--- config.mk ---
export PLATFORM = sky130hd
export DESIGN_NAME = pwm_quad
export DESIGN_NICKNAME = d
export VERILOG_FILES = /design/src/rtl/pwm_quad.sv
export SDC_FILE = /design/constraint.sdc
export NUM_CORES = 1
export LEC_CHECK = 0
export ABC_AREA = 1
export CAP_MARGIN = 20
export CORE_UTILIZATION = 56
export CTS_CLUSTER_SIZE = 14
export DETAILED_ROUTE_END_ITERATION = 8
export DONT_BUFFER_PORTS = 1
export GPL_TIMING_DRIVEN = 0
export PLACE_DENSITY = 0.7
export SYNTH_ARGS = -nofsm -noshare
export SYNTH_HDL_FRONTEND = slang
export SYNTH_SLANG_ARGS = --single-unit
--- constraint.sdc ---
create_clock -name clk -period 4.45 [get_ports clk]
set_input_delay 0.89 -clock clk [delete_from_list [all_inputs] [get_ports clk]]
set_output_delay 0.89 -clock clk [all_outputs]
set_load 0.01 [all_outputs]
--- src/rtl/pwm_quad.sv ---
module pwm_quad #(
  parameter int NCH      = 4,
  parameter int DW       = 32,
  parameter int AW       = 5,
  parameter int CW       = 8,
  parameter int DUTY_LSB = 16,
  parameter int SUB_LOG  = 3
) (
  input  logic          clk,
  input  logic          rst_n,
  input  logic          reg_we,
  input  logic [AW-1:0] reg_addr,
  input  logic [DW-1:0] reg_wdata,
  output logic [DW-1:0] reg_rdata,
  output logic [NCH-1:0] pwm_out
);
  localparam int PRE_W = SUB_LOG * 3;
  localparam int CODE_LSB = NCH;

  logic [DW-1:0]        ctrl_q;
  logic [NCH*DW-1:0]    cfg_v;
  logic [NCH-1:0]       run_v;
  logic [NCH*CW-1:0]    tb_v;
  logic [NCH*CW-1:0]    stp_v;
  logic [NCH*PRE_W-1:0] pre_v;
  logic [NCH*2-1:0]     div_v;

  always_ff @(posedge clk) begin
    if (!rst_n) ctrl_q <= '0;
    else if (reg_we && reg_addr == AW'(0)) ctrl_q <= reg_wdata;
  end

  always_comb begin
    reg_rdata = '0;
    if (reg_addr == AW'(0)) reg_rdata = ctrl_q;
    for (int i = 0; i < NCH; i++)
      if (reg_addr == AW'(4 + 4 * i)) reg_rdata = cfg_v[i*DW +: DW];
  end

  for (genvar ch = 0; ch < NCH; ch++) begin : g_ch
    logic [DW-1:0]    cfg_r;
    logic             run_r;
    logic [CW-1:0]    tb_r, du_r, stp_r;
    logic [1:0]       div_r;
    logic [PRE_W-1:0] pre_r;
    logic             en, tick, last, reload;
    logic [PRE_W-1:0] lim;

    always_ff @(posedge clk) begin
      if (!rst_n) cfg_r <= '0;
      else if (reg_we && reg_addr == AW'(4 + 4 * ch)) cfg_r <= reg_wdata;
    end

    assign en     = ctrl_q[ch];
    assign lim    = (PRE_W'(1) << (SUB_LOG * div_r)) - PRE_W'(1);
    assign tick   = pre_r == lim;
    assign last   = stp_r == tb_r - CW'(1);
    assign reload = !run_r || tb_r == '0 || (tick && last);

    always_ff @(posedge clk) begin
      if (!rst_n || !en) begin
        run_r <= 1'b0;
        tb_r  <= '0;
        du_r  <= '0;
        div_r <= '0;
        pre_r <= '0;
        stp_r <= '0;
      end else if (reload) begin
        run_r <= 1'b1;
        tb_r  <= cfg_r[CW-1:0];
        du_r  <= cfg_r[DUTY_LSB +: CW];
        div_r <= ctrl_q[CODE_LSB + 2*ch +: 2];
        pre_r <= '0;
        stp_r <= '0;
      end else if (tick) begin
        pre_r <= '0;
        stp_r <= stp_r + CW'(1);
      end else begin
        pre_r <= pre_r + PRE_W'(1);
      end
    end

    assign pwm_out[ch] = run_r && tb_r != '0 && stp_r < du_r;

    assign cfg_v[ch*DW +: DW]       = cfg_r;
    assign run_v[ch]                = run_r;
    assign tb_v[ch*CW +: CW]        = tb_r;
    assign stp_v[ch*CW +: CW]       = stp_r;
    assign pre_v[ch*PRE_W +: PRE_W] = pre_r;
    assign div_v[ch*2 +: 2]         = div_r;
  end
endmodule

# ---- Yosys cells after proc, flatten, opt, wreduce, memory -nomap -nowiden
# Index checks and enable logic that the tools add are counted.
dict set report word_totals {
  register_bits 304
}
dict set report op_classes {
  eq_ne 12
  n_reduce_logical 55
  n_addsub 16
  n_mul 4
  muxes 5
  n_shift 4
  magnitude_cmp 4
}
# operator count
set op_table {}
lappend op_table {{32-bit two-way mux} 5}
lappend op_table {{9-bit by 1-bit adder with 9-bit output, second input constant} 4}
lappend op_table {{9-bit == test} 4}
lappend op_table {{1-bit by 4-bit left shift with 9-bit output, first input constant} 4}
lappend op_table {{9-bit by 2-bit subtractor with 9-bit output, second input constant} 4}
lappend op_table {{8-bit by 1-bit adder with 8-bit output, second input constant} 4}
lappend op_table {{8-bit == test} 4}
lappend op_table {{8-bit logical NOT} 4}
lappend op_table {{8-bit less-than comparator} 4}
lappend op_table {{8-bit nonzero test} 4}
lappend op_table {{8-bit by 1-bit subtractor with 8-bit output, second input constant} 4}
lappend op_table {{1-bit logical AND} 17}
lappend op_table {{2-bit by 2-bit multiplier with 4-bit output, first input constant} 4}
lappend op_table {{1-bit logical OR} 12}
lappend op_table {{3-bit OR reduction} 4}
lappend op_table {{5-bit by 4-bit == test with 1-bit output, second input constant} 2}
lappend op_table {{1-bit logical NOT} 9}
lappend op_table {{2-bit OR reduction} 4}
lappend op_table {{5-bit by 3-bit == test with 1-bit output, second input constant} 1}
lappend op_table {{5-bit == test, second input constant} 1}
lappend op_table {{5-bit logical NOT} 1}

# ---- Depth between registers and ports, before layout
dict set report depth {
  depth_word 7
  mapped_depth 16
  ltp_nobuf 15
}

# ---- Worst setup path after synthesis
# OpenSTA, ideal clock, no wires.
dict set report synth_path {
  kind {in2out}
  startpoint {input reg_addr[1]}
  endpoint {output reg_rdata[24]}
  n_path_buf 1
  setup_slack_ns 1.568
  arrival_ns 1.992
  stages 6
  required_ns 3.560
  cell_sequence {nor2_2 -> nand2_1 -> nor3_4 -> clkbuf_1 -> nand2_1 -> a41oi_1}
}
dict set report synth_between {
  elab_chain_len 6
  elab_cells_between_ends 10
  cone_classes {4 x eq/ne; 5 x mux; 1 x reduce/logical}
}
# element line_no
set synth_rtl {}
lappend synth_rtl {{start: declaration} 12} ;# input logic [AW-1:0] reg_addr,
lappend synth_rtl {{5-bit logical NOT} 35} ;# if (reg_addr == AW'(0)) reg_rdata = ctrl_q;
lappend synth_rtl {{32-bit two-way mux} 35}
lappend synth_rtl {{32-bit two-way mux (3 in series)} 37} ;# if (reg_addr == AW'(4 + 4 * i)) reg_rdata = cfg_v[i*DW +: DW];
lappend synth_rtl {{32-bit two-way mux *} 37}
lappend synth_rtl {{end: declaration} 14} ;# output logic [DW-1:0] reg_rdata,
# Every way passes the cells marked *; elsewhere a longest branch is shown, timed or not.

# ---- Final worst setup path
dict set report layout_path {
  startpoint {input reg_addr[1]}
  endpoint {output reg_rdata[21]}
}
# The elaborated chain is that of the path after synthesis.

==> results_dict.tcl <==
set metrics [dict create \
    outcome "completed" \
    slew_headroom 0.512 \
    yosysSeqAreaShare 0.389 \
    final_min_period_over_clock_period 0.815 \
    syn_inst 2293 \
    clk_latency_ps 530 \
    grt_setup_unrepaired "no" \
    synth_top_family_by_area "simple AND/OR/NAND/NOR gates" \
    clockBufferDepth 3 \
    netlist_area_sq_um 15600 \
    synth_xor_area_frac 0.0364 \
    dp_cells 2665 \
    hold_depth 1 \
    hold_violations 0 \
    hold_path.class "flip-flop to flip-flop" \
    grt_max_degree 15 \
    dpl_cell_area_sq_um 16100 \
    path_buf_inv 3 \
    drt_iter0_drc 1358 \
    synth_nets 2381 \
    layoutNonFillerInstCount 2727 \
    cts_tree "built" \
    post-route-drc-count 0 \
    dr.pass1.iters 6 \
    cp_slowest_cell "a41oi_1" \
    power_density_nw_per_um2 344 \
    critical_path_depth 7 \
    synthFlopType "dfxtp_1" \
    met2_usage 0.533 \
    port-buffer-count 0 \
    finalSetupViolCount 0 \
    place_congestion 0.927 \
    initial_core_util 0.575 \
    area_growth_pct 10.8 \
    crit_required_ps 3560 \
    synth_async_sr_flop_share 0 \
    max_freq_mhz 276 \
    reg2reg_depth 13 \
    crit_arrival_ps 2740 \
    core-area_sq_um 27200 \
    netlist-cell-type-count 48 \
    dpl.hpwl_mm 33.3 \
    cts_setup_buffers 0 \
    drtAntennaViolNets 0 \
    finalCriticalPeriod_ps 3630 \
    crit_top_cell "buf_2" \
    ios 76 \
    clk_pin_slew_ps 60 \
    busiest_layer "met2" \
    cts_max_level 2 \
    synth-edff-count 0 \
    leakagePower_nw 6.94 \
    cts.sinks 304 \
    synthAdderAreaFrac 0.0384 \
    timing.hold.ws_ps 448 \
    ys_ff_latch 304 \
    worst_ir_drop_vdd_v 0.000339 \
    grt_use_met1 0.405 \
    grt_pass1_vias 13900 \
    clock_skew_ps 14.0 \
    antenna_found_initial 1 \
    cpPeakStageDelay_ps 510 \
    cp-end-kind "output port" \
    grt_first_pass_wirelength_mm 72.8 \
    yosys.area_share.simple 0.334 \
    grt_use_total 0.321 \
    finalMaxSlewViolations 0 \
    n_fill_cell 2563 \
    post_cts_resized 0 \
    utilization 0.637 \
    rows 60 \
    critPathMaxFanout 10 \
    dieWidth_um 169 \
    r2r_slack_ps 2110 \
    critPathTopFamily "buffers and inverters" \
    routed_wl_mm 45.3 \
    use_met3 0.0692 \
    cts_made_buffers 35 \
    post_drt_wl_per_cell_um 16.6 \
    maxCapViolCount 0 \
    path_class "input pin to output port" \
    via_per_inst 5.46 \
    stdcell_area_sq_um 17300 \
    postCtsHoldBufs 0 \
    finalSetupTns_ps 0 \
    design.die.area_sq_um 28600 \
    cp-start-kind "input pin" \
    gr-total-overflow 0 \
    synth.area.mux_share 0 \
    tightest_slew_ps 732 \
    synth_warnings 0 \
    synth_compound_area_frac 0.121 \
    drive_above_1_share 0.0782 \
    vias 14900 \
    die_h_um 169 \
    syn_avg_cell_area_sq_um 6.81 \
    nets 2418 \
    ctsRootBufferMaster "clkbuf_16" \
    crit_chain "nor2_2 -> nand3_1 -> inv_1 -> buf_2 -> buf_2 -> nand2_1 -> a41oi_1" \
]
worst paths after layout:
| check | start | end |
|---|---|---|
| worst max-delay path | reg_addr[1] | reg_rdata[21] |
| worst min-delay path | g_ch[2].pre_r[0] | g_ch[2].pre_r[0] |
| worst min register to register | g_ch[2].pre_r[0] | g_ch[2].pre_r[0] |
| worst max register to register | g_ch[3].div_r[1] | g_ch[3].stp_r[5] |
through the flow:
stage | power, mW | setup WS [ps]
floorplan | 2.89 | 1570
global placement | 2.93 | 919
detailed placement | 2.93 | 897
CTS | 5.96 | 893
global route | 6.09 | 785
finish | 5.95 | 822
metal layers:
layer  up-vias  part of all wire
li1       7422                 -
met5         -                 0
met1      6790              0.42
met2       554              0.45
met3       124             0.085
met4         0             0.043
layout make-up:
class	instances	area [sq um]	area share
clock buffers	49	1050	0.0607
well taps	372	465	0.0269
clock inverters	12	173	0.00997
flip-flops and latches	304	6090	0.351
diodes	1	2.50	0.000145
inverters	206	774	0.0447
multi-input cells	1684	8270	0.478
plain buffers	99	490	0.0283
state kept, by name, indices dropped and copies added, names as in the netlist:
signal and cells:
g_ch.pre_r 36, g_ch.du_r 32, g_ch.stp_r 32, ctrl_q 32, g_ch.cfg_r 128, g_ch.div_r 8, g_ch.run_r 4, g_ch.tb_r 32
synth_stat cells, drive strengths merged (3+ instances only):
| master | n | area share |
|---|---|---|
| or2 | 6 | 0.0024 |
| nand3 | 152 | 0.055 |
| nand4 | 18 | 0.0072 |
| o21ai | 163 | 0.053 |
| nor3b | 3 | 0.0014 |
| inv | 202 | 0.049 |
| nand2 | 484 | 0.12 |
| buf | 45 | 0.018 |
| xor2 | 38 | 0.022 |
| nor3 | 27 | 0.0097 |
| clkinv | 4 | 0.0010 |
| nor2 | 527 | 0.13 |
| ha | 48 | 0.038 |
| xnor2 | 26 | 0.015 |
| a41oi | 29 | 0.016 |
| nand3b | 7 | 0.0034 |
| clkbuf | 54 | 0.013 |
| a21oi | 144 | 0.047 |
| dfxtp | 304 | 0.39 |
layout by cell type (no fill, tap or decap), types with 3 or more instances in the layout:
master | synthesis | final
nand3_2 | 11 | 11
nor2_1 | 497 | 497
bufinv_16 | 0 | 4
nor3_1 | 25 | 25
buf_4 | 6 | 6
clkbuf_1 | 52 | 56
nand3_1 | 138 | 138
o21ai_1 | 5 | 5
nand2_1 | 469 | 469
xor2_1 | 37 | 37
nor3b_1 | 3 | 3
clkinv_2 | 1 | 5
dfxtp_1 | 304 | 304
nor2_4 | 6 | 6
nand2_2 | 13 | 13
nand4_1 | 18 | 18
ha_1 | 48 | 48
buf_6 | 6 | 6
inv_1 | 193 | 193
clkinv_1 | 3 | 3
a41oi_1 | 29 | 29
xnor2_1 | 26 | 26
or2_2 | 6 | 6
nand3b_1 | 7 | 7
clkbuf_16 | 0 | 37
inv_2 | 9 | 9
clkbuf_8 | 0 | 8
buf_2 | 30 | 30
a21oi_1 | 143 | 143
nand3_4 | 3 | 3
nor2_2 | 23 | 23
o21ai_0 | 156 | 156
cells by family (layout without fill, tap and decap cells):
logic type / after synthesis / count (layout)
other: 0 / 1
XOR/XNOR: 64 / 64
adder cells (fa/ha/maj): 48 / 48
buffers and inverters: 305 / 366
flip-flops: 304 / 304
AO/OA/AOI/OAI: 343 / 343
AND/OR/NAND/NOR: 1229 / 1229
worst reg2reg max path: stages (launching register included):
cell and delay [ps]:
dfxtp_1 330, nor2_2 280, inv_1 80, ha_1 330, xor2_2 220, nand3_1 130, nor2_2 160, nand2_1 140
inv_1 140, nand2_1 90, inv_1 90, nand3_1 100, nand2_1 100, nor2_1 40
power by group:
| group | internal [mW] | switching, mW | total (mW) |
|---|---|---|---|
| registers | 2.74 | 0.0144 | 2.75 |
| clock network | 1.88 | 1.19 | 3.07 |
| logic | 0.0312 | 0.0920 | 0.123 |
| total | 4.65 | 1.30 | 5.95 |
Power figures use the tool's default switching activity.
